[src/rtl/dseg_pkg.sv]
package dseg_pkg;
  typedef enum logic [1:0] {
    SEL_START = 2'd0,
    SEL_END   = 2'd1,
    SEL_DISP  = 2'd2,
    SEL_NONE  = 2'd3
  } reg_sel_e;

  localparam int NUM_REGS = 3;
endpackage

[src/rtl/dseg_regs.sv]
module dseg_regs #(
  parameter int VA_W = 47
) (
  input  logic            clk,
  input  logic            rst_n,
  input  logic            wr_en,
  input  logic [1:0]      sel,
  input  logic [VA_W-1:0] wdata,
  output logic [VA_W-1:0] rdata,
  output logic [VA_W-1:0] seg_start,
  output logic [VA_W-1:0] seg_end,
  output logic [VA_W-1:0] seg_disp
);
  import dseg_pkg::*;

  logic [VA_W-1:0] q [NUM_REGS];

  for (genvar i = 0; i < NUM_REGS; i++) begin : g_reg
    always_ff @(posedge clk) begin
      if (!rst_n)
        q[i] <= '0;
      else if (wr_en && (sel == 2'(i)))
        q[i] <= wdata;
    end
  end

  assign seg_start = q[0];
  assign seg_end   = q[1];
  assign seg_disp  = q[2];

  always_comb begin
    unique case (reg_sel_e'(sel))
      SEL_START: rdata = q[0];
      SEL_END:   rdata = q[1];
      SEL_DISP:  rdata = q[2];
      default:   rdata = '0;
    endcase
  end
endmodule

[src/rtl/dseg_match.sv]
module dseg_match #(
  parameter int VA_W = 47,
  parameter int PG_W = 12
) (
  input  logic [VA_W-1:0]      va,
  input  logic [VA_W-1:0]      seg_start,
  input  logic [VA_W-1:0]      seg_end,
  input  logic [VA_W-1:0]      seg_disp,
  input  logic                 tlb_hit,
  input  logic [VA_W-PG_W-1:0] tlb_pfn,
  output logic                 seg_hit,
  output logic                 miss_req,
  output logic [VA_W-1:0]      pa
);
  logic above_start, below_end;

  assign above_start = (va >= seg_start);
  assign below_end   = (va < seg_end);
  assign seg_hit     = above_start && below_end;
  assign miss_req    = !seg_hit && !tlb_hit;

  always_comb begin
    if (seg_hit)
      pa = va - seg_disp;
    else if (tlb_hit)
      pa = {tlb_pfn, va[PG_W-1:0]};
    else
      pa = '0;
  end
endmodule

[src/rtl/dseg_sat_ctr.sv]
module dseg_sat_ctr #(
  parameter int W = 8
) (
  input  logic         clk,
  input  logic         rst_n,
  input  logic         inc,
  output logic [W-1:0] count
);
  localparam logic [W-1:0] MAX = '1;

  always_ff @(posedge clk) begin
    if (!rst_n)
      count <= '0;
    else if (inc && (count != MAX))
      count <= count + 1'b1;
  end


  sat_hold_chk: assert property (@(posedge clk) disable iff (!rst_n)
    (count == MAX) |=> (count == MAX));


  step_chk: assert property (@(posedge clk) disable iff (!rst_n)
    (count == $past(count)) || (count == $past(count) + 1'b1));
endmodule

[src/rtl/dseg_xlate.sv]
module dseg_xlate #(
  parameter int VA_W  = 47,
  parameter int PG_W  = 12,
  parameter int CNT_W = 8
) (
  input  logic                 clk,
  input  logic                 rst_n,
  input  logic                 req_valid,
  output logic                 req_ready,
  input  logic [VA_W-1:0]      req_va,
  input  logic                 tlb_hit,
  input  logic [VA_W-PG_W-1:0] tlb_pfn,
  output logic                 rsp_valid,
  input  logic                 rsp_ready,
  output logic [VA_W-1:0]      rsp_pa,
  output logic                 rsp_seg,
  output logic                 rsp_miss,
  input  logic                 reg_wr,
  input  logic [1:0]           reg_sel,
  input  logic [VA_W-1:0]      reg_wdata,
  output logic [VA_W-1:0]      reg_rdata,
  output logic [CNT_W-1:0]     miss_count
);
  logic [VA_W-1:0] seg_start, seg_end, seg_disp;
  logic            hit_c, miss_c;
  logic [VA_W-1:0] pa_c;
  logic            accept;

  dseg_regs #(.VA_W(VA_W)) u_regs (
    .clk(clk), .rst_n(rst_n), .wr_en(reg_wr), .sel(reg_sel),
    .wdata(reg_wdata), .rdata(reg_rdata),
    .seg_start(seg_start), .seg_end(seg_end), .seg_disp(seg_disp)
  );

  dseg_match #(.VA_W(VA_W), .PG_W(PG_W)) u_match (
    .va(req_va), .seg_start(seg_start), .seg_end(seg_end), .seg_disp(seg_disp),
    .tlb_hit(tlb_hit), .tlb_pfn(tlb_pfn),
    .seg_hit(hit_c), .miss_req(miss_c), .pa(pa_c)
  );

  assign req_ready = !rsp_valid || rsp_ready;
  assign accept    = req_valid && req_ready;

  always_ff @(posedge clk) begin
    if (!rst_n) begin
      rsp_valid <= 1'b0;
      rsp_pa    <= '0;
      rsp_seg   <= 1'b0;
      rsp_miss  <= 1'b0;
    end else if (accept) begin
      rsp_valid <= 1'b1;
      rsp_pa    <= pa_c;
      rsp_seg   <= hit_c;
      rsp_miss  <= miss_c;
    end else if (rsp_ready) begin
      rsp_valid <= 1'b0;
    end
  end

  dseg_sat_ctr #(.W(CNT_W)) u_ctr (
    .clk(clk), .rst_n(rst_n), .inc(accept && hit_c && !tlb_hit),
    .count(miss_count)
  );


  hold_stable_chk: assert property (@(posedge clk) disable iff (!rst_n)
    (rsp_valid && !rsp_ready) |=>
      (rsp_valid && $stable(rsp_pa) && $stable(rsp_seg) && $stable(rsp_miss)));


  rise_after_accept_chk: assert property (@(posedge clk) disable iff (!rst_n)
    $rose(rsp_valid) |-> $past(req_valid && req_ready));


  seg_no_miss_chk: assert property (@(posedge clk) disable iff (!rst_n)
    rsp_valid |-> !(rsp_seg && rsp_miss));
endmodule

[config.mk]
export PLATFORM = sky130hd
export DESIGN_NAME = dseg_xlate
export DESIGN_NICKNAME = d
export VERILOG_FILES = /design/src/rtl/dseg_pkg.sv /design/src/rtl/dseg_regs.sv /design/src/rtl/dseg_match.sv /design/src/rtl/dseg_sat_ctr.sv /design/src/rtl/dseg_xlate.sv
export SDC_FILE = /design/constraint.sdc
export NUM_CORES = 1
export LEC_CHECK = 0
export ABC_AREA = 1
export BUFFER_PORTS_ARGS = -buffer_cell sky130_fd_sc_hd__buf_2
export CAP_MARGIN = 20
export CORE_UTILIZATION = 30
export CTS_CLUSTER_SIZE = 24
export DETAILED_ROUTE_END_ITERATION = 8
export GPL_TIMING_DRIVEN = 1
export HOLD_SLACK_MARGIN = 0.08
export PLACE_DENSITY_LB_ADDON = 0.1
export RECOVER_POWER = 100
export SLEW_MARGIN = 15
export SYNTH_ARGS = -nofsm -noshare
export SYNTH_HDL_FRONTEND = slang
export SYNTH_HIERARCHICAL = 1
export SYNTH_SLANG_ARGS = --single-unit
[constraint.sdc]
create_clock -name clk -period 3.1 [get_ports clk]
set_input_delay 0.155 -clock clk [delete_from_list [all_inputs] [get_ports clk]]
set_output_delay 0.155 -clock clk [all_outputs]
set_load 0.01 [all_outputs]
## Yosys cells after proc, flatten, opt, wreduce, memory -nomap -nowiden

Memories as Yosys holds them, arrays and structs flattened.
Cells that the tools add are included.

- Bits in registers: 58
- RAM bits: 141
- Bits of input ports: 137
- Output and inout bits: 106
- Logic and storage cells: 49
- Memories kept: 1

Memory list:

| memory | words | bits a word | read ports | clocked after memory_dff | write ports | RTL line | text |
|---|---|---|---|---|---|---|---|
| u_regs.q | 3 | 47 | 3 | 0 | 3 | dseg_regs.sv:16 | `logic [VA_W-1:0] q [NUM_REGS];` |

- Add/subtract/negate cells: 2
- $lt $le $gt $ge: 2
- Equal/unequal tests: 3
- Mux-type cells: 18
- Bitwise logic cells: 3
- Reduce and logical (&&, ||, !) cells: 15

Operators by type and width:

| cell | number |
|---|---|
| $mux 47 | 5 |
| $pmux 47 s3 | 1 |
| $ge 47x47->1 | 1 |
| $lt 47x47->1 | 1 |
| $sub 47x47->47 | 1 |
| $mux 1 | 12 |
| $logic_and 1x1->1 | 9 |
| $add 8x1->8 const B | 1 |
| $ne 8x8->1 const B | 1 |
| $logic_not 1->1 | 3 |
| $or 1x1->1 | 3 |
| $eq 2x1->1 const B | 1 |
| $eq 2x2->1 const B | 1 |
| $logic_not 2->1 | 1 |
| $reduce_bool 2->1 | 1 |
| $logic_or 1x1->1 | 1 |

## Depth between registers and ports, before layout

Gate-level depths: netlist (run 1).

- Word-level depth: 6
- Gate-level depth with buffers: 23
- Depth with buffers taken out: 22

## Cells and area by module

Netlist (run 1), hierarchy kept.

Modules (own cells, without submodules):

| module | instances | cells each | area each (um^2) | sequential area each (um^2) |
|---|---|---|---|---|
| dseg_match | 1 | 1,603 | 7,759.9 | 0.0 |
| dseg_regs | 1 | 571 | 6,257.3 | 4,234.1 |
| dseg_xlate | 1 | 273 | 2,074.5 | 1,001.0 |
| dseg_sat_ctr | 1 | 76 | 496.7 | 160.2 |

## Worst setup path after synthesis (run 1)

Ideal clock, no wire load.

- Path kind: reg-to-reg
- From: mem u_regs.q[0][42]
- To: reg u_ctr.count[3]
- Library setup time: 0.115 ns
- Data arrival time: 2.331 ns
- Data required time: 2.985 ns
- Slack: 0.654 ns
- Cell stages (with the launch flop): 22
- Path buffers: 2
- Clock period less this slack: 2.446 ns
- Cells stage by stage: edfxtp_1 > inv_1 > ha_1 > nand2_1 > inv_1 > nand3_1 > nor2_1 > nand3_1 > nor2_1 > nand2_1 > nand2_1 > nor2_1 > nor2_1 > buf_4 > nand3_1 > nor2_1 > buf_2 > inv_1 > nor2_1 > nand3_1 > nand2_1 > nor2_1

RTL lines:

| what | RTL line | text |
|---|---|---|
| start: declaration | dseg_regs.sv:16 |  |
| end signal: assignment | dseg_sat_ctr.sv:15 | `count <= count + 1'b1;` |
| end: declaration | dseg_sat_ctr.sv:7 | `output logic [W-1:0] count` |

==> results by group, run 1 <==
Worst setup path
  – Crit path max fanout: 5
  – Worst-path cell chain: inv_1, ha_1, nand2_1, nor2_1, nand2_1, inv_1, nand3_2, nor2_1, nand2_1, nand2_1, nor2_1, nor2_1, buf_4, nand3_1, nor2_1, buf_4, nand2_1, nor2_1, nand3_1, nand2_1, nor2_1
  – Startpoint types: flop
  – Cell repeated most along the worst path: nor2_1
  – Worst path bufs/invs: 4
  – Slowest Stage Delay on Critical Path: 0.37 ns
  – Setup crit end kind: flop
  – Critical path's slowest cell: edfxtp_1
  – Cell family with most CP delay: simple AND/OR/NAND/NOR gates
  – Critical setup path kind: reg -> reg
  – Critical path arrival: 3.28 ns
  – Data required, critical path: 3.49 ns

Floorplanning
  – Die extent in x: 237.2 um
  – Die Span Y: 237.2 um
  – Initial Util: 0.3058
  – Core Area: 54240 um^2
  – Rows: 85
  – IO Pins: 243
  – Die area: 56240 um^2

Placement
  – DP Wirelength: 45390 um
  – Final GP Congestion: 0.8856
  – Dpl cell area: 18370 um^2
  – I/O Buffers: 242

Synth
  – Ys flop type: edfxtp_1
  – Sequential share of the synthesized area: 0.3252
  – Syn nets: 2801
  – Async set-reset flop share out of synthesis: 0
  – Synth unique cells: 33
  – #FFs+latches synth: 199
  – Most frequent cell after synthesis: nand2_1
  – Synth warn: 6
  – Syn avg cell area: 6.575 um^2
  – EDFF count, synth: 141
  – Post-synth top cells: nand2_1 (792), inv_1 (480), nor2_1 (326), nand3_1 (234), edfxtp_1 (141)
  – Share of the synthesized area in the top cell type: 0.2552
  – Post-Synthesis Cells: 2523
  – Area leader, netlist: edfxtp_1
  – Ranking of synthesized cells by area: edfxtp_1 (26%), nand2_1 (18%), inv_1 (11%), ha_1 (11%), nor2_1 (7.4%)
  – Mapped Area: 16590 um^2

Timing
  – Worst-Margin Slew: 1.649 ns
  – Setup TNS: 0 ns
  – Max-Slew Margin vs Limit: -0.09959
  – Setup Skew: 0.01931 ns
  – Slew Viols, Final: 96
  – Final setup fails: 0
  – Crit share post-route: 0.9347
  – Min cycle time layout: 2.898 ns
  – Fmax: 345.1 MHz
  – Final hold vios: 0

Outcome
  – Status: finished with violations
  – Violated checks: max-capacitance violations, max-slew violations

Global routing
  – Largest net degree at the start of global routing: 58
  – Total global-route track usage: 0.2116
  – Vias in the first global route: 15379
  – Remaining global-route overflow: 0
  – Initial antenna violation count: 5
  – First-pass GRT wire length: 89530 um

Cells and area
  – Fin area: 19270 um^2
  – Area Overhead vs Synth: 16.16%
  – Layout cell share with drive strength beyond 1: 0.08934
  – Fin util: 0.3553
  – Final nets: 3052
  – Fillers: 6113

CTS
  – Clock latency on the worst-skew pair: 0.51 ns
  – Post-CTS Repair Setup Buffers: 0
  – TritonCTS clock tree: yes
  – Clk pin slew, worst setup/hold paths: 0.08 ns
  – CTS Sinks: 199
  – Max clock buf depth: 2
  – Root Driver: clkbuf_16
  – Clock buffer count from CTS: 17
  – H-tree Lvls: 4

Routing
  – Drt wl/cell: 16.95 um
  – DRT Pass-1 Iters: 5
  – DRT iter0 DRCs: 1188
  – WL final: 59090 um
  – Residual DRC: 0
  – Antenna viol nets, final: 0
  – Vias per cell: 4.627
  – DR vias: 16129

Hold path
  – Hold crit path type: in -> reg

Power and ir drop
  – Pleak: 10.34 nW
  – VDD IR max: 460.0 uV
  – Pwr/cell area: 423.3 nW/um^2
  – Sw frac: 0.3623
  – Seq pwr share: 0.390
  – Net Sw Power: 0.002955 W
  – Internal power: 0.005202 W
  – Comb pwr share: 0.311
  – Tot Pwr: 0.008157 W
  – Clock power share: 0.299

Job
  – Max Cap Viol: 2
-- logic make-up (layout without fill, tap and decap cells) --
| family | Yosys count | count (layout) | synth area share |
|---|---|---|---|
| AND/OR/NAND/NOR | 1490 | 1490 | 0.3800 |
| buffers and inverters | 568 | 832 | 0.1422 |
| flip-flops | 199 | 199 | 0.3252 |
| adder cells (fa/ha/maj) | 141 | 141 | 0.1068 |
| AO/OA/AOI/OAI | 101 | 101 | 0.03311 |
| XOR/XNOR | 24 | 24 | 0.01267 |
| other | 0 | 3 | 0 |
-- worst register-to-register path: stages (launching register included) --
cell and delay, ns:
edfxtp_1 0.37, inv_1 0.06, ha_1 0.29, nand2_1 0.07
nor2_1 0.17, nand2_1 0.16, inv_1 0.12, nand3_2 0.13
nor2_1 0.13, nand2_1 0.09, nand2_1 0.08, nor2_1 0.04
nor2_1 0.11, buf_4 0.14, nand3_1 0.11, nor2_1 0.12
buf_4 0.16, nand2_1 0.05, nor2_1 0.15, nand3_1 0.09
nand2_1 0.08, nor2_1 0.05
-- repair_timing --
action / in CTS / in global routing
endpoints found under the setup margin: 0 / 8
hold endpoints to repair: 145 / 0
resized for setup: 0 / 3
hold buffers: 50 / 0
-- cell usage in the layout, fill, tap and decap left out, types with 2 or more instances in the layout --
cell type      instances
nand2_1              790
inv_1                480
nor2_1               336
nand3_1              233
edfxtp_1             141
ha_1                 140
buf_2                135
clkbuf_1             109
a21oi_1               74
dfxtp_1               58
nand3b_1              52
dlygate4sd3_1         50
nor2_2                43
xor2_1                24
clkbuf_16             17
nand4_1               15
buf_4                 12
clkbuf_2              10
o21ai_0                8
a21o_1                 7
nor3_1                 7
o21bai_1               7
nand2_2                6
inv_6                  4
nand3_2                4
diode_2                3
inv_2                  3
bufinv_16              3
clkinv_4               2
clkinvlp_4             2
inv_8                  2
o21a_1                 2
a21oi_2                2
-- stage by stage --
stage	worst slack [ns]	hold slack, ns	std cells
after floorplan	0.6537	0.3729	2523
after global placement	0.1843	0.4639	3401
after detailed placement	0.1542	0.4680	3401
after CTS	0.1196	0.09181	3483
after global routing	-0.001203	0.1831	3486
final	0.2024	0.1481	3486
-- layout make-up --
cell class                      instances  area [um^2]  share of cell area
Antenna cell                            3        7.507           0.0003896
Clock buffer                           18        429.2             0.02227
Clock inverter                         14        185.2            0.009610
Inverter                              484         1817             0.09428
Multi-Input combinational cell       1756         8823              0.4579
Sequential cell                       199         5395              0.2800
Tap cell                              696        870.8             0.04519
Timing Repair Buffer                  316         1742             0.09038
-- registers in the layout (all words and copies together), names as in the netlist --
register     cells
u_regs/q       141
rsp_pa          47
u_ctr/count      8
rsp_miss         1
rsp_seg          1
rsp_valid        1
-- power groups by stage --
stage                     Combinational [W]  Sequential (W)  Clock [W]
after floorplan                     0.00164         0.00323          0
after global placement              0.00252         0.00324          0
after detailed placement            0.00253         0.00324          0
after CTS                           0.00259         0.00318    0.00253
after global routing                0.00288         0.00321    0.00260
final                               0.00254         0.00318    0.00244
-- layer usage --
layer | track usage | routed length [um]
met5 | 0 | 11
met4 | 0.06432 | 813
met3 | 0.02950 | 2841
met2 | 0.3328 | 25970
met1 | 0.2991 | 29450
-- path summary, 6_finish.rpt --
path	from	endpoint	slack, ns	cells past startpoint
worst max-delay path	u_regs/q[0][30]	u_ctr/count[4]	0.20	21
worst min-delay path	tlb_pfn[7]	rsp_pa[19]	0.15	8
worst max register to register	u_regs/q[0][30]	u_ctr/count[4]	0.20	21
worst min register to register	rsp_pa[14]	rsp_pa[14]	0.48	2
No activity file was read; power rests on OpenSTA's default activity.
==> inputs of run 2 (changes only) <==
--- a/config.mk
+++ b/config.mk
@@ -8,7 +8,7 @@
 export ABC_AREA = 1
 export BUFFER_PORTS_ARGS = -buffer_cell sky130_fd_sc_hd__buf_2
 export CAP_MARGIN = 20
-export CORE_UTILIZATION = 30
+export CORE_UTILIZATION = 50
 export CTS_CLUSTER_SIZE = 24
 export DETAILED_ROUTE_END_ITERATION = 8
 export GPL_TIMING_DRIVEN = 1
==> results by group, run 2 (synthesis gave the netlist of run 1 again) <==
Power and ir drop
  – Pwr/cell area: 420.2 nW/um^2
  – VDD IR max: 565.4 uV
  – Pleak: 10.33 nW

Floorplanning
  – Die Span Y: 184.1 um
  – IO Pins: 243
  – Die extent in x: 184.1 um
  – Core Area: 32620 um^2
  – Rows: 66
  – Initial Util: 0.5086
  – Die area: 33910 um^2

Placement
  – I/O Buffers: 242
  – DP Wirelength: 39250 um
  – Inst Count DP: 3150
  – Final GP Congestion: 0.9217

Cells and area
  – Register area: 5395 um^2
  – Footprint of the multi-input gates: 8818 um^2
  – Max FFs per register: 141
  – Fillers: 3360
  – Final nets: 3053
  – Commonest non-fill, non-tap cell in the layout: nand2_1
  – Top Registers: u_regs/q (141), rsp_pa (47), u_ctr/count (8)
  – Most flop-heavy register: u_regs/q
  – Area Overhead vs Synth: 13.95%
  – Number of inserted diodes: 0
  – Non-Filler Instances: 3230
  – Most frequent cells in the layout: nand2_1 (792), inv_1 (480), nor2_1 (334)
  – Layout cell share with drive strength beyond 1: 0.08967
  – Fin util: 0.5795

Worst setup path
  – Slowest Stage Delay on Critical Path: 0.36 ns
  – Data required, critical path: 3.45 ns
  – Worst-path cell chain: inv_1, ha_1, nand2_1, nor2_1, nand2_1, nor2_1, nand2_1, nor2_1, nor2_1, nand2_1, nor2_1, nor2_2, buf_12, nand3_1, nor2_1, buf_4, nand2_1, nor2_1, nand3_1, nand2_1, nor2_1
  – Critical setup path kind: reg -> reg
  – Critical path arrival: 3.20 ns
  – Cell repeated most along the worst path: nor2_1
  – Startpoint types: flop
  – Crit path max fanout: 7
  – Critical path's slowest cell: edfxtp_1
  – Setup crit end kind: flop

Global routing
  – Remaining global-route overflow: 0
  – Initial antenna violation count: 1
  – Vias in the first global route: 15529
  – Total global-route track usage: 0.3094
  – First-pass GRT wire length: 80960 um
  – Largest net degree at the start of global routing: 58

Routing
  – Antenna viol nets, final: 0
  – WL final: 51990 um
  – DR vias: 16394
  – Residual DRC: 0
  – DRT Pass-1 Iters: 6
  – DRT iter0 DRCs: 1336
  – Vias per cell: 5.076
  – Drt wl/cell: 16.10 um

CTS
  – Clock buffer count from CTS: 17
  – TritonCTS clock tree: yes
  – CTS Sinks: 199
  – Root Driver: clkbuf_16
  – Clk pin slew, worst setup/hold paths: 0.07 ns
  – Clock latency on the worst-skew pair: 0.47 ns
  – H-tree Lvls: 4
  – Max clock buf depth: 2

Timing
  – Slew Viols, Final: 40
  – Min cycle time layout: 2.853 ns
  – Max-Slew Margin vs Limit: -0.1015
  – Final hold vios: 0
  – Setup Skew: 0.01388 ns
  – Hold WS: 0.1831 ns
  – Final setup fails: 0
  – Worst-Margin Slew: 1.652 ns
  – Fmax: 350.5 MHz
  – Crit share post-route: 0.9202

Job
  – Max Cap Viol: 1

Hold path
  – Hold crit path type: in -> reg

Outcome
  – Status: finished with violations
  – Violated checks: max-capacitance violations, max-slew violations
## run 2: cell count changes in the layout (fill, tap and decap cells not counted), moves of 2 or more
cell | previous run | this run
nand2_1 | 790 | 792
nor2_1 | 336 | 334
dlygate4sd3_1 | 50 | 48
buf_2 | 135 | 137
nand2_2 | 6 | 4
diode_2 | 3 | 0
nor2_2 | 43 | 46
clkinv_1 | 1 | 3
## run 2: report_power, final
group          switching [W]  internal, W  leakage, nW
Clock                0.00108      0.00120        0.282
Combinational        0.00164     0.000855         8.18
Sequential          0.000120      0.00306         1.87
Total                0.00284      0.00511         10.3
## run 2: per-layer routing
metal  up-vias  wire (um)  global-route usage
met5         -          0                   0
met1      7457      24700              0.4500
met3        52       3966             0.04268
met2       609      22590              0.4814
met4         0        730             0.07533
li1       8276          -                   -
## run 2: final cells by class
class / instances / share of cell area
clock buffer: 18 / 0.02270
timing repair buffer: 317 / 0.09214
clock inverter: 14 / 0.007877
sequential: 199 / 0.2854
tap: 442 / 0.02926
multi-input combinational: 1756 / 0.4665
inverter: 484 / 0.09611
## run 2: repair_timing
action,4_1_cts,5_1_grt
hold buffers,48,0
endpoints found under the setup margin,0,7
hold endpoints to repair,146,0
buffers inserted,0,0
resized for setup,0,4
## run 2: per-stage QoR
stage / TNS (ns) / setup WS, ns / instance area (um^2) / total power (W)
global route: -0.03874 / -0.03816 / 18900 / 0.008401
finish: 0 / 0.2473 / 18900 / 0.007944
CTS: 0 / 0.1690 / 19120 / 0.007984
global placement: 0 / 0.2185 / 18060 / 0.005646
floorplan: 0 / 0.6537 / 16590 / 0.004861
detailed placement: 0 / 0.1977 / 18060 / 0.005680
## run 2: worst max-delay path, delay by kind of cell (launching register included)
family / cells / cell delay (ns)
flops: 1 / 0.36
fa+ha+maj: 1 / 0.30
buf+inv: 3 / 0.34
simple gates: 17 / 1.75
## run 2: final timing paths
path / endpoint / depth (start not counted) / from / slack (ns)
worst max register to register: u_ctr/count[4] / 21 / u_regs/q[0][12] / 0.25
worst min register to register: rsp_pa[3] / 2 / rsp_pa[3] / 0.48
worst min-delay path: rsp_pa[14] / 8 / tlb_pfn[2] / 0.18
worst max-delay path: u_ctr/count[4] / 21 / u_regs/q[0][12] / 0.25
==> inputs of run 3 (changes only) <==
--- a/config.mk
+++ b/config.mk
@@ -5,12 +5,13 @@
 export SDC_FILE = /design/constraint.sdc
 export NUM_CORES = 1
 export LEC_CHECK = 0
-export ABC_AREA = 1
+export ABC_AREA = 0
 export BUFFER_PORTS_ARGS = -buffer_cell sky130_fd_sc_hd__buf_2
 export CAP_MARGIN = 20
 export CORE_UTILIZATION = 50
 export CTS_CLUSTER_SIZE = 24
 export DETAILED_ROUTE_END_ITERATION = 8
+export GPL_ROUTABILITY_DRIVEN = 0
 export GPL_TIMING_DRIVEN = 1
 export HOLD_SLACK_MARGIN = 0.08
 export PLACE_DENSITY_LB_ADDON = 0.1
==> results by group, run 3 <==
Power and ir drop
  – Seq pwr share: 0.395
  – Tot Pwr: 0.007997 W
  – Internal power: 0.005251 W
  – VDD IR max: 421.2 uV
  – Comb pwr share: 0.324
  – Pwr/cell area: 453.3 nW/um^2
  – Clock power share: 0.280
  – Pleak: 8.085 nW
  – Sw frac: 0.3434
  – Net Sw Power: 0.002746 W

Global routing
  – Largest net degree at the start of global routing: 72
  – Vias in the first global route: 11905
  – Initial antenna violation count: 0
  – Total global-route track usage: 0.2915
  – Gr busiest metal: met2
  – Remaining global-route overflow: 0
  – GRT met1 Usage: 0.4195
  – Met3 Track Usage GR: 0.04326
  – GR Layer Usage met2: 0.4576
  – First-pass GRT wire length: 65130 um

Cells and area
  – Most frequent cells in the layout: buf_2 (212), nand2_1 (208), nor2_1 (177)
  – Commonest non-fill, non-tap cell in the layout: buf_2
  – Max FFs per register: 141
  – Fillers: 2451
  – Area Overhead vs Synth: 23.00%
  – Fin util: 0.6299
  – Final nets: 2186
  – Layout cell share with drive strength beyond 1: 0.2160
  – Most flop-heavy register: u_regs/q
  – Top Registers: u_regs/q (141), rsp_pa (47), u_ctr/count (8)
  – Fin area: 17640 um^2
  – Number of inserted diodes: 0

Synth
  – Post-Synthesis Cells: 1605
  – Mapped Area: 14340 um^2
  – Async set-reset flop share out of synthesis: 0
  – EDFF count, synth: 141
  – Syn nets: 1883
  – Syn avg cell area: 8.937 um^2
  – #FFs+latches synth: 199
  – Most frequent cell after synthesis: nand2_1
  – Synth warn: 6
  – Share of the synthesized area in the top cell type: 0.2952
  – Ranking of synthesized cells by area: edfxtp_1 (30%), ha_1 (12%), dfxtp_1 (8.1%), mux2i_1 (7.6%), nand2_1 (5.7%)
  – Post-synth top cells: nand2_1 (219), nor2_1 (178), inv_1 (156), edfxtp_1 (141), ha_1 (140)
  – Ys flop type: edfxtp_1
  – Sequential share of the synthesized area: 0.3761
  – Area leader, netlist: edfxtp_1
  – Synth unique cells: 72

Timing
  – Setup Skew: 0.01630 ns
  – Final setup margin: -0.1635 ns
  – Fmax: 306.4 MHz
  – Min cycle time layout: 3.263 ns
  – Final hold vios: 0
  – Slew Viols, Final: 13
  – Final setup fails: 51
  – Crit share post-route: 1.053
  – Unrepaired setup endpoints after global routing: true
  – Worst-Margin Slew: 1.594 ns
  – Max-Slew Margin vs Limit: -0.06979

Placement
  – I/O Buffers: 242
  – DP Wirelength: 31590 um
  – Worst slack at placement: -0.3391 ns
  – Dpl cell area: 16280 um^2

Worst setup path
  – Cell family with most CP delay: compound AO/OA/AOI/OAI gates
  – Crit path max fanout: 2
  – Startpoint types: flop
  – Critical setup path kind: reg -> reg
  – Critical path arrival: 3.61 ns
  – Cell repeated most along the worst path: a21o_1
  – Data required, critical path: 3.45 ns
  – Worst-path cell chain: inv_2, ha_4, a21o_1, a211oi_2, o211ai_1, a31o_1, a211o_1, a21o_1, nor2_4, and3b_2, nand3_2, or4_1, and3_1
  – Slowest Stage Delay on Critical Path: 0.42 ns
  – Setup crit end kind: flop
  – Worst path bufs/invs: 1
  – Critical path's slowest cell: or4_1

Routing
  – DRT iter0 DRCs: 1077
  – Drt wl/cell: 19.20 um
  – DRT Pass-1 Iters: 6
  – Vias per cell: 5.606
  – Residual DRC: 0
  – Antenna viol nets, final: 0
  – DR vias: 12888
  – WL final: 44140 um

Floorplanning
  – Rows: 61
  – Core Area: 28010 um^2
  – Die extent in x: 171.4 um
  – Die Span Y: 171.4 um
  – Initial Util: 0.5121
  – IO Pins: 243
  – Die area: 29370 um^2

Job
  – Max Cap Viol: 1

Outcome
  – Status: finished with violations
  – Violated checks: max-capacitance violations, max-slew violations, negative setup slack

CTS
  – Clock latency on the worst-skew pair: 0.45 ns
  – TritonCTS clock tree: yes
  – H-tree Lvls: 4
  – Max clock buf depth: 2
  – Clk pin slew, worst setup/hold paths: 0.08 ns
  – Root Driver: clkbuf_16
  – Clock buffer count from CTS: 17
  – CTS Sinks: 199

Hold path
  – Hold crit path type: in -> reg
[run 3: metrics by stage]
stage / TNS [ns] / hold slack [ns] / instances
after floorplan: -0.1350 / 0.2938 / 1605
after global placement: -9.156 / 0.4166 / 2217
after detailed placement: -11.70 / 0.4256 / 2219
after CTS: -1.291 / 0.08150 / 2285
after global routing: -7.491 / 0.09685 / 2299
final: -2.514 / 0.09541 / 2299
[run 3: cell type report]
type                       count  area [um^2]  area share
inverter                     156        585.6     0.03319
timing repair buffer         374         2527      0.1433
multi-input combinational   1160         8097      0.4589
clock buffer                  18        439.2     0.02489
sequential                   199         5395      0.3058
clock inverter                14        126.4    0.007163
tap                          378        473.0     0.02681
[run 3: power groups by stage]
stage               clock network, W  logic, W  registers, W
global route                 0.00237   0.00281       0.00318
detailed placement                 0   0.00230       0.00322
CTS                          0.00228   0.00240       0.00316
finish                       0.00224   0.00259       0.00316
floorplan                          0   0.00144       0.00321
global placement                   0   0.00226       0.00321
[run 3: cells by family (layout without fill, tap and decap cells)]
family | Yosys count | in the layout | synth area share
xor gates and xnor gates | 44 | 44 | 0.02687
DFF | 199 | 199 | 0.3761
and+or+nand+nor | 539 | 539 | 0.1629
buffers and inverters | 246 | 562 | 0.07798
adders and majority gates | 141 | 141 | 0.1235
muxes | 109 | 109 | 0.07606
AOI/OAI and AO/OA | 327 | 327 | 0.1566
[run 3: metal layers]
metal	up-vias	routed length, um
met2	538	19260
met1	6057	20660
met5	-	0
met4	0	846
met3	58	3371
li1	6235	-
[run 3: final timing paths]
kind | depth (start not counted) | slack (ns) | to | start
max | 13 | -0.16 | u_ctr/count[6] | u_regs/q[1][12]
min | 3 | 0.1 | u_regs/q[1][17] | reg_wdata[17]
min reg2reg | 2 | 0.46 | rsp_pa[22] | rsp_pa[22]
max reg2reg | 13 | -0.16 | u_ctr/count[6] | u_regs/q[1][12]
[run 3: timing repair]
action / CTS / global route
pin swaps: 16 / 13
resized for setup: 15 / 47
setup buffers: 1 / 7
gates cloned: 2 / 7
endpoints found under the setup margin: 57 / 56
hold endpoints to repair: 32 / 0
hold buffers: 31 / 0
[run 3: worst reg2reg max path, cell delays in order, from the launching register on]
cell and delay [ns]:
edfxtp_1 0.41, inv_2 0.09, ha_4 0.20, a21o_1 0.19, a211oi_2 0.30, o211ai_1 0.22, a31o_1 0.25, a211o_1 0.28
a21o_1 0.20, nor2_4 0.13, and3b_2 0.23, nand3_2 0.09, or4_1 0.42, and3_1 0.19
